### config.mk
export PLATFORM = sky130hd
export DESIGN_NAME = nt_sram
export DESIGN_NICKNAME = d
export VERILOG_FILES = /design/src/rtl/nt_sram_pkg.sv /design/src/rtl/nt_sram_ctrl.sv /design/src/rtl/nt_sram_lane.sv /design/src/rtl/nt_sram.sv
export SDC_FILE = /design/constraint.sdc
export NUM_CORES = 2
export LEC_CHECK = 0
export BUFFER_PORTS_ARGS = -buffer_cell sky130_fd_sc_hd__buf_2
export CAP_MARGIN = 15
export CORE_ASPECT_RATIO = 1.25
export CORE_MARGIN = 2
export CORE_UTILIZATION = 58
export DETAILED_ROUTE_END_ITERATION = 8
export GPL_TIMING_DRIVEN = 0
export PLACE_DENSITY_LB_ADDON = 0.05
export SLEW_MARGIN = 20
export SYNTH_ARGS = -nofsm -noshare
export SYNTH_HDL_FRONTEND = slang
export SYNTH_HIERARCHICAL = 1
export SYNTH_SLANG_ARGS = --single-unit
### constraint.sdc
create_clock -name clk -period 2.6 [get_ports clk]
set_input_delay 0.52 -clock clk [delete_from_list [all_inputs] [get_ports clk]]
set_output_delay 0.52 -clock clk [all_outputs]
set_load 0.02 [all_outputs]
### src/rtl/nt_sram_pkg.sv
package nt_sram_pkg;

   localparam int LANE_DATA_W = 8;
   localparam int LANE_W      = LANE_DATA_W + 1;

   typedef enum logic [1:0] {
      OP_IDLE  = 2'd0,
      OP_READ  = 2'd1,
      OP_WRITE = 2'd2
   } op_e;

   function automatic op_e decode_op(input logic sel_a_n, input logic sel_b,
                                     input logic sel_c_n, input logic load_n,
                                     input logic wr_n);
      logic selected;
      selected = !sel_a_n && sel_b && !sel_c_n && !load_n;
      if (!selected)
         return OP_IDLE;
      return wr_n ? OP_READ : OP_WRITE;
   endfunction

endpackage

### src/rtl/nt_sram_ctrl.sv
module nt_sram_ctrl
   import nt_sram_pkg::*;
#(
   parameter int ADDR_W = 6
) (
   input  logic              clk,
   input  logic              rst_n,
   input  logic              step,
   input  op_e               req_op,
   input  logic [ADDR_W-1:0] req_addr,
   output logic              rd_go,
   output logic [ADDR_W-1:0] rd_addr,
   output logic              wr_go,
   output logic [ADDR_W-1:0] wr_addr,
   output logic              rd_valid
);

   typedef struct packed {
      op_e               op;
      logic [ADDR_W-1:0] addr;
   } stage_t;

   stage_t s1_q;
   stage_t s2_q;

   // s1: operation accepted at the address edge
   // s2: same operation one enabled edge later (write data phase)
   always_ff @(posedge clk or negedge rst_n) begin
      if (!rst_n) begin
         s1_q     <= '0;
         s2_q     <= '0;
         rd_valid <= 1'b0;
      end else if (step) begin
         s1_q     <= '{op: req_op, addr: req_addr};
         s2_q     <= s1_q;
         rd_valid <= (s1_q.op == OP_READ);
      end
   end

   assign rd_go   = step && (s1_q.op == OP_READ);
   assign rd_addr = s1_q.addr;
   assign wr_go   = step && (s2_q.op == OP_WRITE);
   assign wr_addr = s2_q.addr;

endmodule

### src/rtl/nt_sram_lane.sv
module nt_sram_lane
   import nt_sram_pkg::*;
#(
   parameter int ADDR_W = 6
) (
   input  logic              clk,
   input  logic              rst_n,
   input  logic              rd_go,
   input  logic [ADDR_W-1:0] rd_addr,
   input  logic              wr_go,
   input  logic [ADDR_W-1:0] wr_addr,
   input  logic              lane_en,
   input  logic [LANE_W-1:0] lane_wdata,
   output logic [LANE_W-1:0] rd_q
);

   localparam int DEPTH = 1 << ADDR_W;

   logic [LANE_W-1:0] mem [DEPTH];
   logic              lane_wr;
   logic              fwd_hit;

   assign lane_wr = wr_go && lane_en;
   assign fwd_hit = lane_wr && (wr_addr == rd_addr);

   always_ff @(posedge clk) begin
      if (lane_wr)
         mem[wr_addr] <= lane_wdata;
   end

   // the read register takes the word being written on this same edge
   always_ff @(posedge clk or negedge rst_n) begin
      if (!rst_n)
         rd_q <= '0;
      else if (rd_go)
         rd_q <= fwd_hit ? lane_wdata : mem[rd_addr];
   end

endmodule

### src/rtl/nt_sram.sv
module nt_sram
   import nt_sram_pkg::*;
#(
   parameter int LANES  = 4,
   parameter int ADDR_W = 6,
   parameter int DATA_W = LANES * nt_sram_pkg::LANE_W
) (
   input  logic              clk,
   input  logic              rst_n,
   input  logic              clk_en_n,
   input  logic              sel_a_n,
   input  logic              sel_b,
   input  logic              sel_c_n,
   input  logic              wr_n,
   input  logic              load_n,
   input  logic [LANES-1:0]  lane_wr_n,
   input  logic [ADDR_W-1:0] addr,
   input  logic [DATA_W-1:0] wdata,
   input  logic              out_en_n,
   output logic [DATA_W-1:0] rdata,
   output logic              rdata_drive
);

   if (LANES < 1) begin : g_bad_lanes
      $error("nt_sram: LANES must be at least 1");
   end
   if (ADDR_W < 1 || ADDR_W > 16) begin : g_bad_addr
      $error("nt_sram: ADDR_W must be in 1..16");
   end
   if (DATA_W != LANES * LANE_W) begin : g_bad_width
      $error("nt_sram: DATA_W must equal LANES * 9");
   end

   logic              step;
   op_e               req_op;
   logic              rd_go;
   logic              wr_go;
   logic              rd_valid;
   logic [ADDR_W-1:0] rd_addr;
   logic [ADDR_W-1:0] wr_addr;

   assign step   = !clk_en_n;
   assign req_op = decode_op(sel_a_n, sel_b, sel_c_n, load_n, wr_n);

   nt_sram_ctrl #(.ADDR_W(ADDR_W)) ctrl_i (
      .clk      (clk),
      .rst_n    (rst_n),
      .step     (step),
      .req_op   (req_op),
      .req_addr (addr),
      .rd_go    (rd_go),
      .rd_addr  (rd_addr),
      .wr_go    (wr_go),
      .wr_addr  (wr_addr),
      .rd_valid (rd_valid)
   );

   for (genvar g = 0; g < LANES; g++) begin : g_lane
      nt_sram_lane #(.ADDR_W(ADDR_W)) lane_i (
         .clk        (clk),
         .rst_n      (rst_n),
         .rd_go      (rd_go),
         .rd_addr    (rd_addr),
         .wr_go      (wr_go),
         .wr_addr    (wr_addr),
         .lane_en    (!lane_wr_n[g]),
         .lane_wdata (wdata[g*LANE_W +: LANE_W]),
         .rd_q       (rdata[g*LANE_W +: LANE_W])
      );
   end

   // a write or idle stage leaves rd_valid low, so the data phase never drives
   assign rdata_drive = rd_valid && !out_en_n;

endmodule

# Yosys cells after proc, flatten, opt, wreduce, memory -nomap -nowiden
# Memories as Yosys holds them, arrays and structs flattened. A register that Yosys moved wholly into a read port is not among the register bits.
# Cells that the tools add are included.
# totals
out_inout_bits	37
register_bits	17
ram_bits	2304
memories	4
# mem_list
memory	depth	word_bits	rd	rd_clocked_by_memory_dff	wr	line	source
g_lane[0].lane_i.mem	64	9	1	1	1	nt_sram_lane.sv:19	logic [LANE_W-1:0] mem [DEPTH];
g_lane[1].lane_i.mem	64	9	1	1	1	nt_sram_lane.sv:19	
g_lane[2].lane_i.mem	64	9	1	1	1	nt_sram_lane.sv:19	
g_lane[3].lane_i.mem	64	9	1	1	1	nt_sram_lane.sv:19	
# classes
reduce_logical	23
eq_ne	2
muxes	10
# ops
cell	n
$logic_not A1 Y1	13
$logic_and A1 B1 Y1	10
$mux W1	8
$mux W2	2
$eq A2 B1 Y1 const B	1
$eq A2 B2 Y1 const B	1

# Depth between registers and ports, before layout
# logic_depth
ltp_word	5
ltp_mapped	11
ltp_nobuf	8

# Modules after synthesis
# Netlist, hierarchy kept.
# modules_own_cells
module	area_per_inst_um2	n_inst	cells_each
nt_sram_lane	23167.2	4	1111
nt_sram_ctrl	785.8	1	52
nt_sram	51.3	1	9

# Worst setup path before layout
# No wires, ideal clock.
# synth_timing
kind	input to register
startpoint	input port clk_en_n
endpoint	memory g_lane[0].lane_i/mem[48][0] (netlist name) (enable)
cell_stages	9
setup_ns	0.387
path_slack_ns	-0.061
path_buffers	2
arrival_ns	2.275
path_cell_list	inv_1 buf_6 buf_12 nand2_1 nor2_1 nand2_1 nor2_1 nand2_1 nor3_1
# synth_between
elab_chain_cells	5
# synth_rtl
item	line	source
from (decl)	nt_sram.sv:10	input logic clk_en_n,
$logic_not A1 Y1	nt_sram.sv:42	assign step = !clk_en_n;
$logic_and A1 B1 Y1	nt_sram_ctrl.sv:42	assign wr_go = step && (s2_q.op == OP_WRITE);
via wr_go	nt_sram.sv:37	logic wr_go;
$logic_and A1 B1 Y1	nt_sram_lane.sv:23	assign lane_wr = wr_go && lane_en;
$mux W1	nt_sram_lane.sv:27	if (lane_wr)
$mux W1 (not written as such)	nt_sram_lane.sv:28	mem[wr_addr] <= lane_wdata;
to (decl)	nt_sram_lane.sv:19	
# The timed path passes the listed nets, and every way through them passes these cells.

# Final worst setup path
# layout_timing
startpoint	register ctrl_i.s2_q (netlist bit ctrl_i/wr_addr[4])
endpoint	memory g_lane[2].lane_i/mem[54][8] (netlist name) (enable)
# layout_lines
item	line	source
from (decl)	nt_sram_ctrl.sv:24	stage_t s2_q;
from (signal assigned)	nt_sram_ctrl.sv:35	s2_q <= s1_q;
to (decl)	nt_sram_lane.sv:19	
# No word-level cell before the write port.

==> results.yml <==
timing:
  achievable-frequency_ghz: 0.3627
  unrepaired_setup_endpoints_after_global_routing: "true"
  min_period_ns: 2.757
  fin_crit_sh_pct: 106.0
  final.setup_skew_ns: 0.02324
  worst_pin_slew_ns: 1.007
  report.final.slew_viol_count: 0
  final-setup-viol-count: 436
  setup_ws_ns: -0.1571
  tns_ns: -16.26
  max-slew-margin-rel_pct: 32.89
  final.hold.worst_slack_ns: 0.07430
  timing_hold_violations_final: 0
pwr:
  internal_power_component_mw: 63.32
  netSwitchingFraction_pct: 23.55
  clock_power_share_pct: 37.3
  total_switching_power_mw: 19.51
  peakVddDrop_mv: 0.6434
  combinational_group_share_of_total_power_pct: 11.8
  pwr-share-seq_pct: 51.0
  static-leakage-power_nw: 34.98
  powerDensity_nw_per_um2: 750.0
grt:
  maximum_number_of_pins_on_one_net_before_global_route_repair: 66
  global_route_wire_length_before_repair_um: 340400
  grt_pass1_vias: 47710
  antenna_found_initial: 4
  track_usage_pct: 29.48
  globalRouteOverflowTotal: 0
final_layout:
  fraction_of_layout_cells_with_a_size_suffix_above_1_pct: 34.67
  postLayoutCellArea_sq_um: 110400
  final_cell_count_no_fill: 7222
  num-fill-cells: 9995
  syn2layout_area_growth_pct: 18.11
  layout.core_utilization_pct: 69.00
  finalNetCount: 5023
yosys:
  post_synthesis_sequential_area_ratio_pct: 75.41
  synth_top_area_cell: "edfxtp_1"
  top_cell_type_s_share_of_synthesized_area_pct: 73.99
  synthFlopType: "edfxtp_1"
  yosysWarnings: 6
  ys_top_cells_by_area: "edfxtp_1 (74%), mux4_2 (11%), mux2i_1 (2.7%)"
  synth.net_count: 4560
  post_synth_num_cell_types: 63
  ys_ff_latch: 2357
  synthCells: 4505
  syn_area_sq_um: 93510
  synth_edf_count: 2304
  postSynthAreaPerCell_sq_um: 20.76
  proportion_of_register_bits_with_asynchronous_set_or_reset_after_synthesis_pct: 2.249
clock_tree:
  cts_buffer_count: 214
  clk-insertion-delay-late_ns: 0.86
  clkSlewWorstSetupHoldPaths_ns: 0.06
  clock_tree.buffer_depth: 3
  number_of_h_tree_branching_levels: 4
  cts_sinks: 2357
  cts.root.buffer_cell: "clkbuf_16"
  cts_tree: "built"
setup_path:
  worst_setup_end_kind: "flip-flop"
  crit_end: "g_lane[2].lane_i/mem[54][8]$_DFFE_PP_"
  cp_data_required_time_ns: 3.06
  crit_fanout: 9
  arrival_ns: 3.22
  worst_setup_path_startpoint: "ctrl_i/wr_addr[4]$_DFFE_PN0P_"
  reg2reg_depth: 5
  critical_path_class: "reg -> reg"
  critical-path-slowest-cell: "nor2_1"
  timing.rr.end: "g_lane[2].lane_i/mem[54][8]$_DFFE_PP_"
  timing.critical_path.from_type: "flip-flop"
  timing.critical_path.slowest_cell_delay_ns: 0.78
  reg2reg_from: "ctrl_i/wr_addr[4]$_DFFE_PN0P_"
  regToRegSetupSlack_ns: -0.16
  crit_path_cell_trace: "buf_4 > clkbuf_1 > and3b_1 > nand2_1 > nor2_1"
run_status:
  failed_checks: "setup timing"
  run_status: "complete, but fails checks"
route:
  first_pass_iters: 8
  wl_per_cell_um: 33.85
  dr_total_vias: 48060
  vias_per_cell: 6.655
  antenna_left: 0
  drc: 0
  route.final.wire_length_um: 244500
  drtIter0Drc: 5875
flow_run:
  timing.max_cap.violations: 0
floorplanning:
  core_area_sq_um: 160100
  ioPinCount: 92
  die_width_um: 363.1
  fp-row-count: 164
  initial_core_utilization_pct: 58.42
  fp.dieArea_sq_um: 164500
  die_y_um: 452.9
placed_design:
  place_inst: 6678
  place.port_buffers: 91
  dp.final_hpwl_um: 150900
  dpl-instance-area_sq_um: 96740
  gp_congestion: 0.9410
worst_hold_path:
  holdCritPathClass: "in -> reg"
==> timing repair <==
action                     4_1_cts  5_1_grt
setup endpoints to repair     2304     2274
setup buffers                   31      106
hold buffers                     6        0
gates resized for setup        840      360
pin swaps                       22       91
gates cloned                     2        8
hold endpoints to repair        58        0
==> worst min-delay path by stage <==
stage,from,endpoint,slack (ns),cells after the start
after floorplan,rst_n,ctrl_i/rd_addr[0]$_DFFE_PN0P_,0.22,0
after global placement,ctrl_i/wr_addr[5]$_DFFE_PN0P_,ctrl_i/wr_addr[5]$_DFFE_PN0P_,0.49,1
after detailed placement,rst_n,g_lane[0].lane_i/rd_q[5]$_DFFE_PN0P_,0.44,1
after CTS,addr[0],ctrl_i/rd_addr[0]$_DFFE_PN0P_,0.001,2
after global routing,addr[0],ctrl_i/rd_addr[0]$_DFFE_PN0P_,0.04,2
final,addr[0],ctrl_i/rd_addr[0]$_DFFE_PN0P_,0.07,2
==> synthesized netlist by cell type (44+ instances only) <==
library cell,instances
nand2_1,141
a22oi_1,72
mux4_1,68
buf_2,44
nor2_1,290
nor2b_1,81
buf_4,60
mux2i_1,256
dfrtp_1,53
nand3_1,64
clkbuf_1,68
mux4_2,452
edfxtp_1,2304
==> logic make-up (layout without fill, tap and decap cells) <==
kind of cell / count (synthesis) / after routing / share of synthesized area (%)
compound gates: 285 / 285 / 2.417
xor+xnor: 24 / 24 / 0.2248
buf+inv: 280 / 921 / 1.995
flops: 2357 / 2357 / 75.41
mux: 824 / 824 / 16.15
other cells: 0 / 1 / 0
simple gates: 735 / 735 / 3.806
==> metal layers <==
metal	track usage, %	wire length (um)
met4	13.09	12650
met5	0	11
met1	38.98	91730
met3	4.824	18530
met2	48.85	121500
==> sequential cells by signal, indices dropped and copies added, names as in the netlist <==
signal / cells
ctrl_i/rd_addr: 6
g_lane.lane_i/rd_q: 36
ctrl_i/rd_valid: 1
ctrl_i/s2_q: 2
g_lane.lane_i/mem: 2304
ctrl_i/s1_q: 2
ctrl_i/wr_addr: 6
==> layout by cell type (no fill, tap or decap), types with 15 or more instances in the layout <==
cell and count:
edfxtp_1 2304, mux4_2 479, nor2_4 239, clkbuf_16 231, mux2i_1 149, buf_4 135
buf_12 115, nand2_1 113, nor2b_1 79, clkbuf_1 76, buf_2 69, a22oi_1 68
mux2i_4 65, dfrtp_1 53, nand3_1 51, buf_6 45, clkinv_1 44, mux2i_2 42
mux4_1 41, nor2_1 40, clkinv_2 40, mux2_2 40, clkbuf_8 33, nand3b_1 32
nand2b_1 28, o22ai_1 28, buf_8 23, clkbuf_2 23, nand2_2 20, a22o_1 20
inv_1 18, bufinv_16 17, a211o_1 16, a31oi_1 16, buf_16 16, a2111oi_0 15
a221oi_1 15
==> through the flow <==
step	setup slack (ns)	power (mW)
2_1_floorplan	0.02817	47.64
3_3_place_gp	-2.600	50.91
3_5_place_dp	-1.668	51.03
4_1_cts	-0.2868	82.60
5_1_grt	-0.2568	84.98
6_report	-0.1571	82.83
==> power by group through the flow <==
stage               sequential (mW)  combinational (mW)  clock [mW]
global route                   42.2                10.1        32.7
CTS                            42.2                9.05        31.3
global placement               43.0                7.89           0
floorplan                      43.1                4.56           0
finish                         42.2                9.73        30.9
detailed placement             43.0                8.00           0
==> worst max-delay path: cells and delay by family, from the launching register on <==
kind	cells	cell delay [ns]
AND/OR/NAND/NOR	3	1.22
buffers and inverters	2	0.80
flip-flops	1	0.35
==> final cells by class <==
| class | count | area (sq um) | area share [%] |
|---|---|---|---|
| Sequential cell | 2357 | 70510 | 63.85 |
| Multi-Input combinational cell | 1868 | 24480 | 22.17 |
| Clock buffer | 284 | 5879 | 5.324 |
| Timing Repair Buffer | 251 | 2990 | 2.708 |
| Buffer | 250 | 2915 | 2.640 |
| Tap cell | 2075 | 2596 | 2.351 |
| Clock inverter | 110 | 957.2 | 0.8667 |
| Inverter | 26 | 105.1 | 0.09517 |
| Antenna cell | 1 | 2.502 | 0.002266 |
No activity file was read; power rests on OpenSTA's default activity.
